[src/rtl/xerr_pkg.sv]
package xerr_pkg;
  localparam int FLAG_N   = 6;
  localparam int FLG_BM   = 0;
  localparam int FLG_INT  = 1;
  localparam int FLG_PAR  = 2;
  localparam int FLG_DBL  = 3;
  localparam int FLG_SGL  = 4;
  localparam int FLG_WP   = 5;
endpackage

[src/rtl/xerr_sbe_cnt.sv]
module xerr_sbe_cnt #(
  parameter int CNT_W = 8
) (
  input  logic             clk,
  input  logic             rst_n,
  input  logic             inc,
  input  logic             clr,
  output logic [CNT_W-1:0] cnt,
  output logic             sat
);
  localparam logic [CNT_W-1:0] CNT_MAX = {CNT_W{1'b1}};

  assign sat = (cnt == CNT_MAX);

  always_ff @(posedge clk) begin
    if (!rst_n)          cnt <= '0;
    else if (clr)        cnt <= '0;
    else if (inc && !sat) cnt <= cnt + 1'b1;
  end

  // once full and not cleared, the count holds at its maximum
  a_r7_no_wrap: assert property (@(posedge clk) disable iff (!rst_n)
    (sat && !clr) |=> sat);
  // a clear pulse empties the counter on the next edge
  a_r11_cnt_clear: assert property (@(posedge clk) disable iff (!rst_n)
    clr |=> (cnt == '0));
endmodule

[src/rtl/xerr_decide.sv]
module xerr_decide
  import xerr_pkg::*;
#(
  parameter int BANK_W = 3
) (
  input  logic              bm,
  input  logic              ie,
  input  logic              par,
  input  logic              dbl,
  input  logic              sgl,
  input  logic              wp,
  input  logic              sbe_sat,
  input  logic [BANK_W-1:0] par_bank,
  input  logic [BANK_W-1:0] dbl_bank,
  input  logic [BANK_W-1:0] sgl_bank,
  output logic [FLAG_N-1:0] set_vec,
  output logic              tea_d,
  output logic              bank_ld,
  output logic [BANK_W-1:0] bank_val
);
  logic sgl_esc;

  assign sgl_esc = sgl & sbe_sat;

  always_comb begin
    set_vec          = '0;
    set_vec[FLG_BM]  = bm;
    set_vec[FLG_INT] = ie;
    set_vec[FLG_PAR] = par;
    set_vec[FLG_DBL] = dbl;
    set_vec[FLG_SGL] = sgl_esc;
    set_vec[FLG_WP]  = wp;
  end

  assign tea_d = bm | ie | par | dbl | sgl_esc;

  always_comb begin
    bank_ld  = 1'b1;
    bank_val = '0;
    if (dbl)          bank_val = dbl_bank;
    else if (par)     bank_val = par_bank;
    else if (sgl_esc) bank_val = sgl_bank;
    else              bank_ld  = 1'b0;
  end
endmodule

[src/rtl/xerr_status.sv]
module xerr_status
  import xerr_pkg::*;
#(
  parameter int BANK_W = 3,
  parameter int LANE_W = 3,
  parameter int SLV_W  = 2
) (
  input  logic              clk,
  input  logic              rst_n,
  input  logic [FLAG_N-1:0] set_vec,
  input  logic [FLAG_N-1:0] clr_vec,
  input  logic              bank_ld,
  input  logic [BANK_W-1:0] bank_val,
  input  logic              lane_ld,
  input  logic [LANE_W-1:0] lane_val,
  input  logic              slv_ld,
  input  logic [SLV_W-1:0]  slv_val,
  output logic [FLAG_N-1:0] flags,
  output logic [BANK_W-1:0] bank_q,
  output logic [LANE_W-1:0] lane_q,
  output logic [SLV_W-1:0]  slv_q
);
  genvar g;
  generate
    for (g = 0; g < FLAG_N; g++) begin : g_flag
      always_ff @(posedge clk) begin
        if (!rst_n)          flags[g] <= 1'b0;
        else if (set_vec[g]) flags[g] <= 1'b1;
        else if (clr_vec[g]) flags[g] <= 1'b0;
      end
      // a raised flag stays raised unless software clears it
      a_r10_sticky: assert property (@(posedge clk) disable iff (!rst_n)
        (flags[g] && !clr_vec[g]) |=> flags[g]);
    end
  endgenerate

  always_ff @(posedge clk) begin
    if (!rst_n) begin
      bank_q <= '0;
      lane_q <= '0;
      slv_q  <= '0;
    end else begin
      if (bank_ld) bank_q <= bank_val;
      if (lane_ld) lane_q <= lane_val;
      if (slv_ld)  slv_q  <= slv_val;
    end
  end

  // lane record only moves on a parity event
  a_r12_lane_hold: assert property (@(posedge clk) disable iff (!rst_n)
    !lane_ld |=> $stable(lane_q));
endmodule

[src/rtl/xfer_err_capture.sv]
module xfer_err_capture
  import xerr_pkg::*;
#(
  parameter int BANK_W = 3,
  parameter int LANE_W = 3,
  parameter int SLV_W  = 2,
  parameter int CNT_W  = 8
) (
  input  logic              clk,
  input  logic              rst_n,
  input  logic              ev_bm_tmo,
  input  logic              ev_int_err,
  input  logic [SLV_W-1:0]  ev_int_slave,
  input  logic              ev_par_err,
  input  logic [LANE_W-1:0] ev_par_lane,
  input  logic [BANK_W-1:0] ev_par_bank,
  input  logic              ev_dbl_ecc,
  input  logic [BANK_W-1:0] ev_dbl_bank,
  input  logic              ev_sgl_ecc,
  input  logic [BANK_W-1:0] ev_sgl_bank,
  input  logic              ev_wr_prot,
  input  logic [5:0]        sw_flag_clr,
  input  logic              sw_cnt_clr,
  output logic              tea_o,
  output logic [5:0]        err_flags,
  output logic [BANK_W-1:0] err_bank,
  output logic [LANE_W-1:0] err_lane,
  output logic [SLV_W-1:0]  err_slave,
  output logic [CNT_W-1:0]  sbe_count
);
  logic              sbe_sat;
  logic [FLAG_N-1:0] set_vec;
  logic              tea_d;
  logic              bank_ld;
  logic [BANK_W-1:0] bank_val;

  xerr_sbe_cnt #(.CNT_W(CNT_W)) u_cnt (
    .clk(clk), .rst_n(rst_n), .inc(ev_sgl_ecc), .clr(sw_cnt_clr),
    .cnt(sbe_count), .sat(sbe_sat)
  );

  xerr_decide #(.BANK_W(BANK_W)) u_decide (
    .bm(ev_bm_tmo), .ie(ev_int_err), .par(ev_par_err), .dbl(ev_dbl_ecc),
    .sgl(ev_sgl_ecc), .wp(ev_wr_prot), .sbe_sat(sbe_sat),
    .par_bank(ev_par_bank), .dbl_bank(ev_dbl_bank), .sgl_bank(ev_sgl_bank),
    .set_vec(set_vec), .tea_d(tea_d), .bank_ld(bank_ld), .bank_val(bank_val)
  );

  xerr_status #(.BANK_W(BANK_W), .LANE_W(LANE_W), .SLV_W(SLV_W)) u_status (
    .clk(clk), .rst_n(rst_n), .set_vec(set_vec), .clr_vec(sw_flag_clr),
    .bank_ld(bank_ld), .bank_val(bank_val),
    .lane_ld(ev_par_err), .lane_val(ev_par_lane),
    .slv_ld(ev_int_err), .slv_val(ev_int_slave),
    .flags(err_flags), .bank_q(err_bank), .lane_q(err_lane), .slv_q(err_slave)
  );

  always_ff @(posedge clk) begin
    if (!rst_n) tea_o <= 1'b0;
    else        tea_o <= tea_d;
  end

  // a double-bit error always raises the transfer error next cycle
  a_r2_dbl_tea: assert property (@(posedge clk) disable iff (!rst_n)
    ev_dbl_ecc |=> (tea_o && err_flags[FLG_DBL]));
  // a lone write-protect event is logged without transfer error
  a_r9_wp_quiet: assert property (@(posedge clk) disable iff (!rst_n)
    (ev_wr_prot && !ev_bm_tmo && !ev_int_err && !ev_par_err && !ev_dbl_ecc && !ev_sgl_ecc)
    |=> (!tea_o && err_flags[FLG_WP]));
  // an absorbed single-bit error on its own stays silent
  a_r6_sbe_absorbed: assert property (@(posedge clk) disable iff (!rst_n)
    (ev_sgl_ecc && !sbe_sat && !ev_bm_tmo && !ev_int_err && !ev_par_err && !ev_dbl_ecc)
    |=> !tea_o);
  // single-bit error at a full counter escalates
  a_r8_sbe_escalate: assert property (@(posedge clk) disable iff (!rst_n)
    (ev_sgl_ecc && sbe_sat) |=> (tea_o && err_flags[FLG_SGL]));
endmodule

[config.mk]
export PLATFORM = sky130hd
export DESIGN_NAME = xfer_err_capture
export DESIGN_NICKNAME = d
export VERILOG_FILES = /design/src/rtl/xerr_pkg.sv /design/src/rtl/xerr_sbe_cnt.sv /design/src/rtl/xerr_decide.sv /design/src/rtl/xerr_status.sv /design/src/rtl/xfer_err_capture.sv
export SDC_FILE = /design/constraint.sdc
export NUM_CORES = 1
export LEC_CHECK = 0
export BUFFER_PORTS_ARGS = -buffer_cell sky130_fd_sc_hd__buf_2
export CORE_ASPECT_RATIO = 2
export CORE_MARGIN = 3
export CORE_UTILIZATION = 30
export CTS_CLUSTER_DIAMETER = 50
export DETAILED_ROUTE_END_ITERATION = 16
export GPL_TIMING_DRIVEN = 0
export HOLD_SLACK_MARGIN = 0.1
export PLACE_DENSITY = 0.67
export SLEW_MARGIN = 20
export SYNTH_ARGS = -nofsm -noshare
export SYNTH_HDL_FRONTEND = slang
export SYNTH_SLANG_ARGS = --single-unit
[constraint.sdc]
create_clock -name clk -period 2.8 [get_ports clk]
set_input_delay 0.42 -clock clk [delete_from_list [all_inputs] [get_ports clk]]
set_output_delay 0.42 -clock clk [all_outputs]
set_load 0.05 [all_outputs]
==> results.sh, run 1 <==
export IMPL_worstPathCellList="buf_2"
export IMPL_syn_num_nets=141
export IMPL_initial_core_util_pct=31.6
export IMPL_grt_pass1_wl_um=3950
export IMPL_place_gp_congestion=0.720
export IMPL_syn_inst=111
export IMPL_use_met3_pct=1.22
export IMPL_ctsResizeCount=0
export IMPL_filler_cell_count=334
export IMPL_cts_root_buffer="clkbuf_8"
export IMPL_status="completed"
export IMPL_path_max_fanout=9
export IMPL_clk_latency_ns=0.26
export IMPL_numCtsBuffers=3
export IMPL_antenna_found_initial=0
export IMPL_worst_setup_path_end_kind="output port"
export IMPL_hold_violations=0
export IMPL_final_area_sq_um=1350
export IMPL_fin_util_pct=41.8
export IMPL_leakagePower_nw=0.651
export IMPL_met2_usage_pct=22.2
export IMPL_rsz0062_at_grt="false"
export IMPL_htreeDepth=1
export IMPL_cts_tree="done"
export IMPL_async_flop_share_pct=0
export IMPL_min_period_ns=1.52
export IMPL_drv_cap=0
export IMPL_crit_buf_inv=1
export IMPL_finalCritPeriodShare_pct=54.2
export IMPL_vias_per_cell=5.30
export IMPL_post_cts_repair_setup_buffers=0
export IMPL_clock_skew_ns=0.00813
export IMPL_synth_seq_area_share_pct=45.2
export IMPL_arrival_ns=1.10
export IMPL_synth_edf_count=0
export IMPL_rows=29
export IMPL_setup_viol=0
export IMPL_wl_per_cell_um=12.9
export IMPL_top_usage_layer="met2"
export IMPL_syn_area_sq_um=1020
export IMPL_clk_pin_slew_worst_paths_ns=0.08
export IMPL_core_area_sq_um=3230
export IMPL_hold_path_class="in -> reg"
export IMPL_synth_seq_cells=23
export IMPL_maxSlewViolCount=0
export IMPL_antenna_left=0
export IMPL_powerDensity_nw_per_um2=497
export IMPL_nets=195
export IMPL_worst_pin_slew_ns=0.411
export IMPL_max_slew_margin_rel_pct=72.6
export IMPL_cpLargestDelayFamily="flip-flops"
export IMPL_drive_gt1_share_pct=37.2
export IMPL_dr_pass1_iters=4
export IMPL_worstSetupPathType="reg -> out"
export IMPL_max_freq_mhz=658
export IMPL_ff2ff_setup_slack_ns=1.33
export IMPL_clockBufferDepth=2
export IMPL_die_y_um=88.5
export IMPL_grt_ovfl_total=0
export IMPL_drcViolationCount=0
export IMPL_yosysWarnings=0
export IMPL_yosysUniqueCellTypes=38
export IMPL_cpPeakStageDelay_ns=0.51
export IMPL_vdd_drop_max_uv=343
export IMPL_die_width_um=47.2
export IMPL_num_vias=1034
export IMPL_total_power_mw=0.671
export IMPL_required_ns=2.38
export IMPL_antenna_cells=0
export IMPL_clkSinkCount=23
export IMPL_detail_route_iter0_violations=15
export IMPL_wl_um=2510
export IMPL_start_kind="flip-flop"
export IMPL_synthToLayoutAreaGrowth_pct=32.4
export IMPL_place_area_sq_um=1300
export IMPL_grt_max_degree=14
export IMPL_numPortBuffers=49
export IMPL_grt_pass1_vias=940
export IMPL_grtUsageTotal_pct=12.5
export IMPL_critPathSlowestCell="dfxtp_1"
export IMPL_setup_tns_ns=0
export IMPL_io_pins=52
export IMPL_grtUsageMet1_pct=14.1
export IMPL_die_area_sq_um=4180
export IMPL_yosys_most_used_dff="dfxtp_1"
export IMPL_ctsHoldBuffers=0
export IMPL_syn_area_per_cell_sq_um=9.19
export IMPL_place_hpwl_um=2080
==> through the flow <==
step	setup WS [ns]	hold WS (ns)	std cells
after global placement	1.39	0.463	191
after CTS	1.27	0.374	195
after detailed placement	1.34	0.464	191
final	1.28	0.369	195
after global routing	1.23	0.378	195
after floorplan	1.11	0.537	111
==> state kept, by name (all words and copies together) (netlist names) <==
name and cells:
tea_o 1, u_status.slv_q 2, u_status.bank_q 3, u_cnt.cnt 8
u_status.lane_q 3, u_status.flags 6
==> path summary, 6_finish.rpt <==
kind | start | to | cells past startpoint
setup / recovery | u_cnt.cnt[2] | sbe_count[2] | 1
hold / removal | ev_wr_prot | u_status.flags[5] | 3
setup reg to reg | u_cnt.cnt[0] | u_status.bank_q[1] | 4
hold reg to reg | u_status.flags[4] | u_status.flags[4] | 2
==> cells in the final DEF, fill, tap and decap left out, types with 2 or more instances in the layout <==
cell,instances
a21o_1,2
a21oi_1,10
a31oi_1,2
buf_2,50
clkbuf_1,2
clkbuf_8,3
dfxtp_1,23
inv_1,6
mux2i_1,7
nand2_1,11
nand2b_1,3
nand3b_1,2
nand4_1,2
nor2_1,10
nor2b_1,2
o211ai_1,5
==> cell type report <==
class	count	area (sq um)	area share (%)
buffer	3	12.5	0.927
clock buffer	3	41.3	3.06
clock inverter	1	5.00	0.371
inverter	6	22.5	1.67
multi-input combinational	79	524	38.8
sequential	23	460	34.1
tap	31	38.8	2.87
timing repair buffer	49	245	18.2
==> metal layers <==
layer  wire length [um]  share of wire [%]  vias to the layer above
li1                   -                  -                      511
met4                 40                1.6                        0
met2               1360                 54                       44
met5                  0                  0                        -
met1                935                 37                      475
met3                170                6.8                        4
==> report_power, final <==
part | switching, mW | leakage [nW] | internal [mW]
Clock | 0.105 | 0.0255 | 0.0992
Sequential | 0.00697 | 0.189 | 0.341
Combinational | 0.0812 | 0.436 | 0.0384
Total | 0.193 | 0.651 | 0.478
==> cell usage after synthesis, types with 2 or more instances <==
| library cell | number | area share [%] |
|---|---|---|
| clkbuf_1 | 2 | 0.74 |
| nand3b_1 | 2 | 1.5 |
| nand4_1 | 2 | 1.2 |
| dfxtp_1 | 23 | 45 |
| nand2_1 | 11 | 4.0 |
| o211ai_1 | 5 | 3.7 |
| a31oi_1 | 2 | 1.2 |
| nor2_1 | 10 | 3.7 |
| nand2b_1 | 3 | 1.8 |
| mux2i_1 | 7 | 6.9 |
| a21oi_1 | 10 | 4.9 |
| inv_1 | 6 | 2.2 |
| a21o_1 | 2 | 1.5 |
| nor2b_1 | 2 | 1.2 |
==> cell families after synthesis <==
kind of cell               synth area share [%]
muxes                                      6.87
and+or+nand+nor                            24.9
buffers and inverters                      3.44
adders and majority gates                  1.23
DFF                                        45.2
AOI/OAI and AO/OA                          18.4
(Power assumes the default switching activity.)
==> inputs of run 2 (changes only) <==
--- a/config.mk
+++ b/config.mk
@@ -5,6 +5,7 @@
 export SDC_FILE = /design/constraint.sdc
 export NUM_CORES = 1
 export LEC_CHECK = 0
+export ABC_AREA = 1
 export BUFFER_PORTS_ARGS = -buffer_cell sky130_fd_sc_hd__buf_2
 export CORE_ASPECT_RATIO = 2
 export CORE_MARGIN = 3
@@ -13,7 +14,7 @@
 export DETAILED_ROUTE_END_ITERATION = 16
 export GPL_TIMING_DRIVEN = 0
 export HOLD_SLACK_MARGIN = 0.1
-export PLACE_DENSITY = 0.67
+export PLACE_DENSITY = 0.66
 export SLEW_MARGIN = 20
 export SYNTH_ARGS = -nofsm -noshare
 export SYNTH_HDL_FRONTEND = slang
==> constraint.sdc (replaced) <==
create_clock -name clk -period 1.5 [get_ports clk]
set_input_delay 0.225 -clock clk [delete_from_list [all_inputs] [get_ports clk]]
set_output_delay 0.225 -clock clk [all_outputs]
set_load 0.05 [all_outputs]
==> run 2 against run 1 <==
Clock-buffer cell count grew 1. Die area is 6.9% higher. Critical path depth grew 9. Sequential share of layout area decreased by 2.0 points. Synthesized cell count grew 38%. Total power increased by 90%. Final area up 8.2%. Sequential power rose by 87%. Largest power group unchanged.
==> results.sh, run 2 <==
export IMPL_rows=30
export IMPL_start_kind="flip-flop"
export IMPL_reg2reg_from="u_cnt.cnt[0]"
export IMPL_max_freq_mhz=768
export IMPL_worstPathCellList="ha_1 -> inv_2 -> nor2_4 -> nand2_4 -> nand2_8 -> nor2_2 -> nand2_1 -> nand2_1 -> nand2_1 -> nor2_1"
export IMPL_p_int_mw=0.901
export IMPL_ctsResizeCount=0
export IMPL_path_max_fanout=9
export IMPL_min_delay_path_depth=3
export IMPL_detail_route_iter0_violations=23
export IMPL_wl_um=2740
export IMPL_worstSetupPathType="reg -> reg"
export IMPL_yosysMostFrequentCell="nand2_1"
export IMPL_worst_setup_path_end_kind="flip-flop"
export IMPL_syn_area_per_cell_sq_um=7.17
export IMPL_grt_pass1_vias=1082
export IMPL_place_area_sq_um=1420
export IMPL_syn_num_nets=183
export IMPL_cts_tree="done"
export IMPL_largest_reg_flops=8
export IMPL_syn_inst=153
export IMPL_crit_buf_inv=1
export IMPL_reg_top3="u_cnt.cnt: 8 flops, u_status.flags: 6 flops"
export IMPL_dr_pass1_iters=4
export IMPL_cts_root_buffer="clkbuf_8"
export IMPL_cpLargestDelayFamily="simple AND/OR/NAND/NOR gates"
export IMPL_rsz0062_at_grt="false"
export IMPL_placedCellCount=251
export IMPL_wl_met1_um=1060
export IMPL_antenna_left=0
export IMPL_synth_seq_cells=23
export IMPL_ctsHoldBuffers=0
export IMPL_min_period_ns=1.30
export IMPL_drcViolationCount=0
export IMPL_nets=238
export IMPL_worstRegToRegCells=10
export IMPL_regMostFlops="u_cnt.cnt"
export IMPL_holdPathEnd="u_status.flags[5]"
export IMPL_worst_pin_slew_ns=0.459
export IMPL_synthTopCellsByArea="dfxtp_1 (42%), nand2_1 (11%), a21oi_1 (9.1%), nor2_1 (8.6%), inv_1 (6.5%)"
export IMPL_r2r_end="u_cnt.cnt[6]"
export IMPL_post_cts_repair_setup_buffers=0
export IMPL_finalCritPeriodShare_pct=86.8
export IMPL_vias_per_cell=4.26
export IMPL_yosysTopAreaCell="dfxtp_1"
export IMPL_vdd_drop_max_uv=549
export IMPL_hold_path_class="in -> reg"
export IMPL_critPathSlowestCell="dfxtp_2"
export IMPL_setup_tns_ns=0
export IMPL_met3_length_um=140
export IMPL_grt_max_degree=13
export IMPL_num_vias=1086
export IMPL_yosysUniqueCellTypes=25
export IMPL_synth_top_cell_area_share_pct=42.0
export IMPL_antenna_found_initial=0
export IMPL_drive_gt1_share_pct=35.7
export IMPL_die_area_sq_um=4460
export IMPL_setup_viol=0
export IMPL_min_delay_start="ev_wr_prot"
export IMPL_wl_per_cell_um=10.7
export IMPL_pwr_share_seq_pct=51.0
export IMPL_place_hpwl_um=2310
export IMPL_topRoutingLayerUsed="met4"
export IMPL_async_flop_share_pct=0
export IMPL_yosys_most_used_dff="dfxtp_1"
export IMPL_grt_pass1_wl_um=4710
export IMPL_synth_edf_count=0
export IMPL_wl_met2_um=1510
export IMPL_arrival_ns=1.46
export IMPL_final_area_sq_um=1460
export IMPL_post_place_ws_ns=0.200
export IMPL_drv_cap=0
export IMPL_clk_pin_slew_worst_paths_ns=0.08
export IMPL_fin_ws_ns=0.197
export IMPL_switching_share_pct=29.5
export IMPL_cpPeakStageDelay_ns=0.35
export IMPL_clockBufferDepth=2
export IMPL_yosysWarnings=0
export IMPL_synthToLayoutAreaGrowth_pct=33.2
export IMPL_io_pins=52
export IMPL_p_sw_mw=0.377
export IMPL_ff2ff_setup_slack_ns=0.20
export IMPL_grtUsageTotal_pct=13.2
export IMPL_powerDensity_nw_per_um2=874
export IMPL_final_cell_mix="buf_2 (50), nand2_1 (33), nor2_1 (25), a21oi_1 (20), inv_1 (19)"
export IMPL_max_slew_margin_rel_pct=69.4
export IMPL_htreeDepth=1
export IMPL_maxSlewViolCount=0
export IMPL_die_width_um=48.8
export IMPL_final_common_cell="buf_2"
export IMPL_die_y_um=91.5
export IMPL_total_power_mw=1.28
export IMPL_synth_top_cells_by_count="nand2_1 (33), nor2_1 (25), dfxtp_1 (23), a21oi_1 (20), inv_1 (19)"
export IMPL_numCtsBuffers=3
export IMPL_synth_seq_area_share_pct=42.0
export IMPL_antenna_cells=0
export IMPL_stdcell_count=255
export IMPL_cpMostUsedCell="nand2_1"
export IMPL_core_area_sq_um=3450
export IMPL_status="completed"
export IMPL_initial_core_util_pct=31.8
export IMPL_syn_area_sq_um=1100
export IMPL_required_ns=1.66
export IMPL_clkSinkCount=23
export IMPL_p_clk_share_pct=29.3
export IMPL_leakagePower_nw=0.762
export IMPL_clk_latency_ns=0.26
export IMPL_clock_skew_ns=0.00220
export IMPL_grt_ovfl_total=0
export IMPL_place_gp_congestion=0.772
export IMPL_hold_violations=0
export IMPL_comb_power_share_pct=19.7
export IMPL_numPortBuffers=50
[run 2: worst max-delay path by stage]
stage,startpoint,to,slack [ns],depth (start not counted)
finish,u_cnt.cnt[0],u_cnt.cnt[6],0.20,10
global route,u_cnt.cnt[0],u_cnt.cnt[6],0.06,10
CTS,u_cnt.cnt[0],u_cnt.cnt[6],0.18,10
detailed placement,u_cnt.cnt[0],u_cnt.cnt[6],0.20,10
global placement,u_cnt.cnt[0],u_cnt.cnt[6],0.20,10
floorplan,u_cnt.cnt[6],u_cnt.cnt[6],0.007,9
[run 2: worst min-delay path, cell delays in order]
cell and delay, ns:
buf_2 0.08, a21oi_1 0.03, nor2_1 0.07
[run 2: metal layers]
metal | GRT usage, % | vias up
li1 | - | 587
met3 | 1.81 | 2
met4 | 4.99 | 0
met1 | 13.7 | 467
met5 | 0 | -
met2 | 25.7 | 30
[run 2: power groups by stage]
stage / logic [mW] / registers, mW / clock network, mW
after floorplan: 0.0696 / 0.764 / 0
after global placement: 0.253 / 0.666 / 0
after detailed placement: 0.255 / 0.666 / 0
after CTS: 0.256 / 0.652 / 0.399
after global routing: 0.277 / 0.656 / 0.425
final: 0.252 / 0.652 / 0.375
[run 2: cells by family after synthesis]
group                    after synthesis  synth area share (%)
buffers and inverters                 24                  8.44
adder cells (fa/ha/maj)                1                  1.14
AO/OA/AOI/OAI                         30                  14.3
XOR/XNOR                               2                  1.60
flip-flops                            23                  42.0
AND/OR/NAND/NOR                       73                  32.6
[run 2: cell type report]
| cell class | instances | area, sq um |
|---|---|---|
| fillers | 402 | 1990 |
| multi-input cells | 106 | 544 |
| flip-flops and latches | 23 | 469 |
| repair buffers | 50 | 250 |
| inverters | 22 | 85.1 |
| well taps | 48 | 60.1 |
| clock buffers | 4 | 45.0 |
| plain buffers | 2 | 7.51 |
[run 2: stage by stage]
stage                     hold WS (ns)  utilization [%]
final                            0.179             42.3
after global routing             0.187             42.3
after CTS                        0.172             42.3
after detailed placement         0.452             41.0
after global placement           0.430             41.0
after floorplan                  0.342                -
==> inputs of run 3 (changes only) <==
--- a/config.mk
+++ b/config.mk
@@ -13,7 +13,7 @@
 export CTS_CLUSTER_DIAMETER = 50
 export DETAILED_ROUTE_END_ITERATION = 16
 export GPL_TIMING_DRIVEN = 0
-export HOLD_SLACK_MARGIN = 0.1
+export HOLD_SLACK_MARGIN = 0.08
 export PLACE_DENSITY = 0.66
 export SLEW_MARGIN = 20
 export SYNTH_ARGS = -nofsm -noshare
==> constraint.sdc (replaced) <==
create_clock -name clk -period 1.5 [get_ports clk]
set_input_delay 0.075 -clock clk [delete_from_list [all_inputs] [get_ports clk]]
set_output_delay 0.075 -clock clk [all_outputs]
set_load 0.05 [all_outputs]
==> run 3 against run 2 <==
Die area stayed put. Via count is 4.1% higher. Combinational power is 8.7% higher. Largest power group unchanged. Final cell count is 4.3% higher. Critical path type unchanged. Fmax hardly changed. Clock-buffer cell count stayed put. Utilization is 3.2 points higher. Final area is 7.5% higher. Total power is 1.8% higher. Sequential share of layout area is 2.2 points lower. Global-route usage is 0.81 points higher. Clock power hardly changed.
==> results.sh, run 3 (same netlist as run 2, synthesis figures left out) <==
export IMPL_cpMostUsedCell="nand2_1"
export IMPL_vdd_drop_max_uv=553
export IMPL_ff2ff_setup_slack_ns=0.20
export IMPL_rows=30
export IMPL_post_place_ws_ns=0.200
export IMPL_largest_reg_flops=8
export IMPL_powerDensity_nw_per_um2=828
export IMPL_cts_tree="done"
export IMPL_maxSlewViolCount=0
export IMPL_core_area_sq_um=3450
export IMPL_worstPathCellList="ha_1 -> inv_2 -> nor2_4 -> nand2_4 -> nand2_8 -> nor2_2 -> nand2_1 -> nand2_1 -> nand2_1 -> nor2_1"
export IMPL_cp_depth=10
export IMPL_required_ns=1.66
export IMPL_vias_per_cell=4.25
export IMPL_initial_core_util_pct=31.8
export IMPL_stdcell_count=266
export IMPL_min_delay_start="rst_n"
export IMPL_detail_route_iter0_violations=28
export IMPL_grt_ovfl_total=0
export IMPL_final_common_cell="buf_2"
export IMPL_io_pins=52
export IMPL_worst_pin_slew_ns=0.459
export IMPL_final_area_sq_um=1570
export IMPL_antenna_cells=0
export IMPL_leakagePower_nw=0.808
export IMPL_min_delay_path_depth=3
export IMPL_setup_tns_ns=0
export IMPL_clockBufferDepth=2
export IMPL_holdPathEnd="u_status.lane_q[0]"
export IMPL_grtUsageTotal_pct=14.0
export IMPL_reg2reg_from="u_cnt.cnt[0]"
export IMPL_grt_pass1_vias=1175
export IMPL_nets=249
export IMPL_die_width_um=48.8
export IMPL_cpLargestDelayFamily="simple AND/OR/NAND/NOR gates"
export IMPL_dr_pass1_iters=4
export IMPL_numCtsBuffers=3
export IMPL_final_cell_mix="buf_2 (50), nand2_1 (33), nor2_1 (25), a21oi_1 (20), inv_1 (19)"
export IMPL_placedCellCount=251
export IMPL_filler_cell_count=390
export IMPL_ctsHoldBuffers=11
export IMPL_place_gp_congestion=0.772
export IMPL_critPathSlowestCell="dfxtp_2"
export IMPL_synthToLayoutAreaGrowth_pct=43.2
export IMPL_clk_latency_ns=0.26
export IMPL_hold_violations=0
export IMPL_total_power_mw=1.30
export IMPL_max_freq_mhz=767
export IMPL_min_period_ns=1.30
export IMPL_fin_ws_ns=0.197
export IMPL_htreeDepth=1
export IMPL_wl_per_cell_um=10.8
export IMPL_finalCritPeriodShare_pct=86.9
export IMPL_grt_max_degree=13
export IMPL_setup_viol=0
export IMPL_status="completed"
export IMPL_antenna_left=0
export IMPL_worst_setup_path_end_kind="flip-flop"
export IMPL_numPortBuffers=50
export IMPL_ctsResizeCount=0
export IMPL_clock_skew_ns=0.00175
export IMPL_die_area_sq_um=4460
export IMPL_place_hpwl_um=2310
export IMPL_clkSinkCount=23
export IMPL_num_vias=1130
export IMPL_path_max_fanout=9
export IMPL_hold_slack_ns=0.0960
export IMPL_cpPeakStageDelay_ns=0.35
export IMPL_antenna_found_initial=0
export IMPL_rsz0062_at_grt="false"
export IMPL_worstSetupPathType="reg -> reg"
export IMPL_reg_top3="u_cnt.cnt: 8 flops, u_status.flags: 6 flops"
export IMPL_max_slew_margin_rel_pct=69.4
export IMPL_worstRegToRegCells=10
export IMPL_post_cts_repair_setup_buffers=0
export IMPL_die_y_um=91.5
export IMPL_grt_pass1_wl_um=5010
export IMPL_crit_buf_inv=1
export IMPL_place_area_sq_um=1420
export IMPL_clk_pin_slew_worst_paths_ns=0.08
export IMPL_regMostFlops="u_cnt.cnt"
export IMPL_r2r_end="u_cnt.cnt[6]"
export IMPL_drive_gt1_share_pct=33.9
export IMPL_wl_um=2880
export IMPL_cts_root_buffer="clkbuf_8"
export IMPL_fin_util_pct=45.5
export IMPL_drcViolationCount=0
export IMPL_start_kind="flip-flop"
export IMPL_drv_cap=0
export IMPL_arrival_ns=1.46
export IMPL_hold_path_class="in -> reg"
==> run 3: worst max-delay path by stage <==
stage                            start            to  slack [ns]
after detailed placement  u_cnt.cnt[0]  u_cnt.cnt[6]        0.20
after global placement    u_cnt.cnt[0]  u_cnt.cnt[6]        0.20
final                     u_cnt.cnt[0]  u_cnt.cnt[6]        0.20
after CTS                 u_cnt.cnt[0]  u_cnt.cnt[6]        0.18
after global routing      u_cnt.cnt[0]  u_cnt.cnt[6]        0.06
after floorplan           u_cnt.cnt[6]  u_cnt.cnt[6]       0.007
==> run 3: power by group <==
part	switching, mW	internal, mW	total, mW	leakage (nW)
sequential	0.0133	0.638	0.652	0.193
clock	0.186	0.189	0.375	0.0228
combinational	0.182	0.0921	0.274	0.592
total	0.382	0.920	1.30	0.808
==> run 3: layout make-up <==
type / count / area [sq um] / area share [%]
Multi-Input combinational cell: 106 / 544 / 34.6
Buffer: 2 / 7.51 / 0.478
Timing Repair Buffer: 61 / 360 / 22.9
Tap cell: 48 / 60.1 / 3.82
Clock buffer: 4 / 45.0 / 2.87
Inverter: 22 / 85.1 / 5.41
Sequential cell: 23 / 469 / 29.9
==> run 3: routing by layer <==
metal  vias to the layer above  wire, um  global-route usage (%)
met1                       485      1100                    14.1
met4                         0        39                    5.46
met2                        32      1600                    27.6
met5                         -         0                       0
li1                        609         -                       -
met3                         4       137                    1.97
==> run 3: worst register-to-register path, cell delays in order, from the launching register on <==
cell,delay (ns)
dfxtp_2,0.35
ha_1,0.16
inv_2,0.07
nor2_4,0.19
nand2_4,0.09
nand2_8,0.10
nor2_2,0.05
nand2_1,0.07
nand2_1,0.05
nand2_1,0.05
nor2_1,0.03
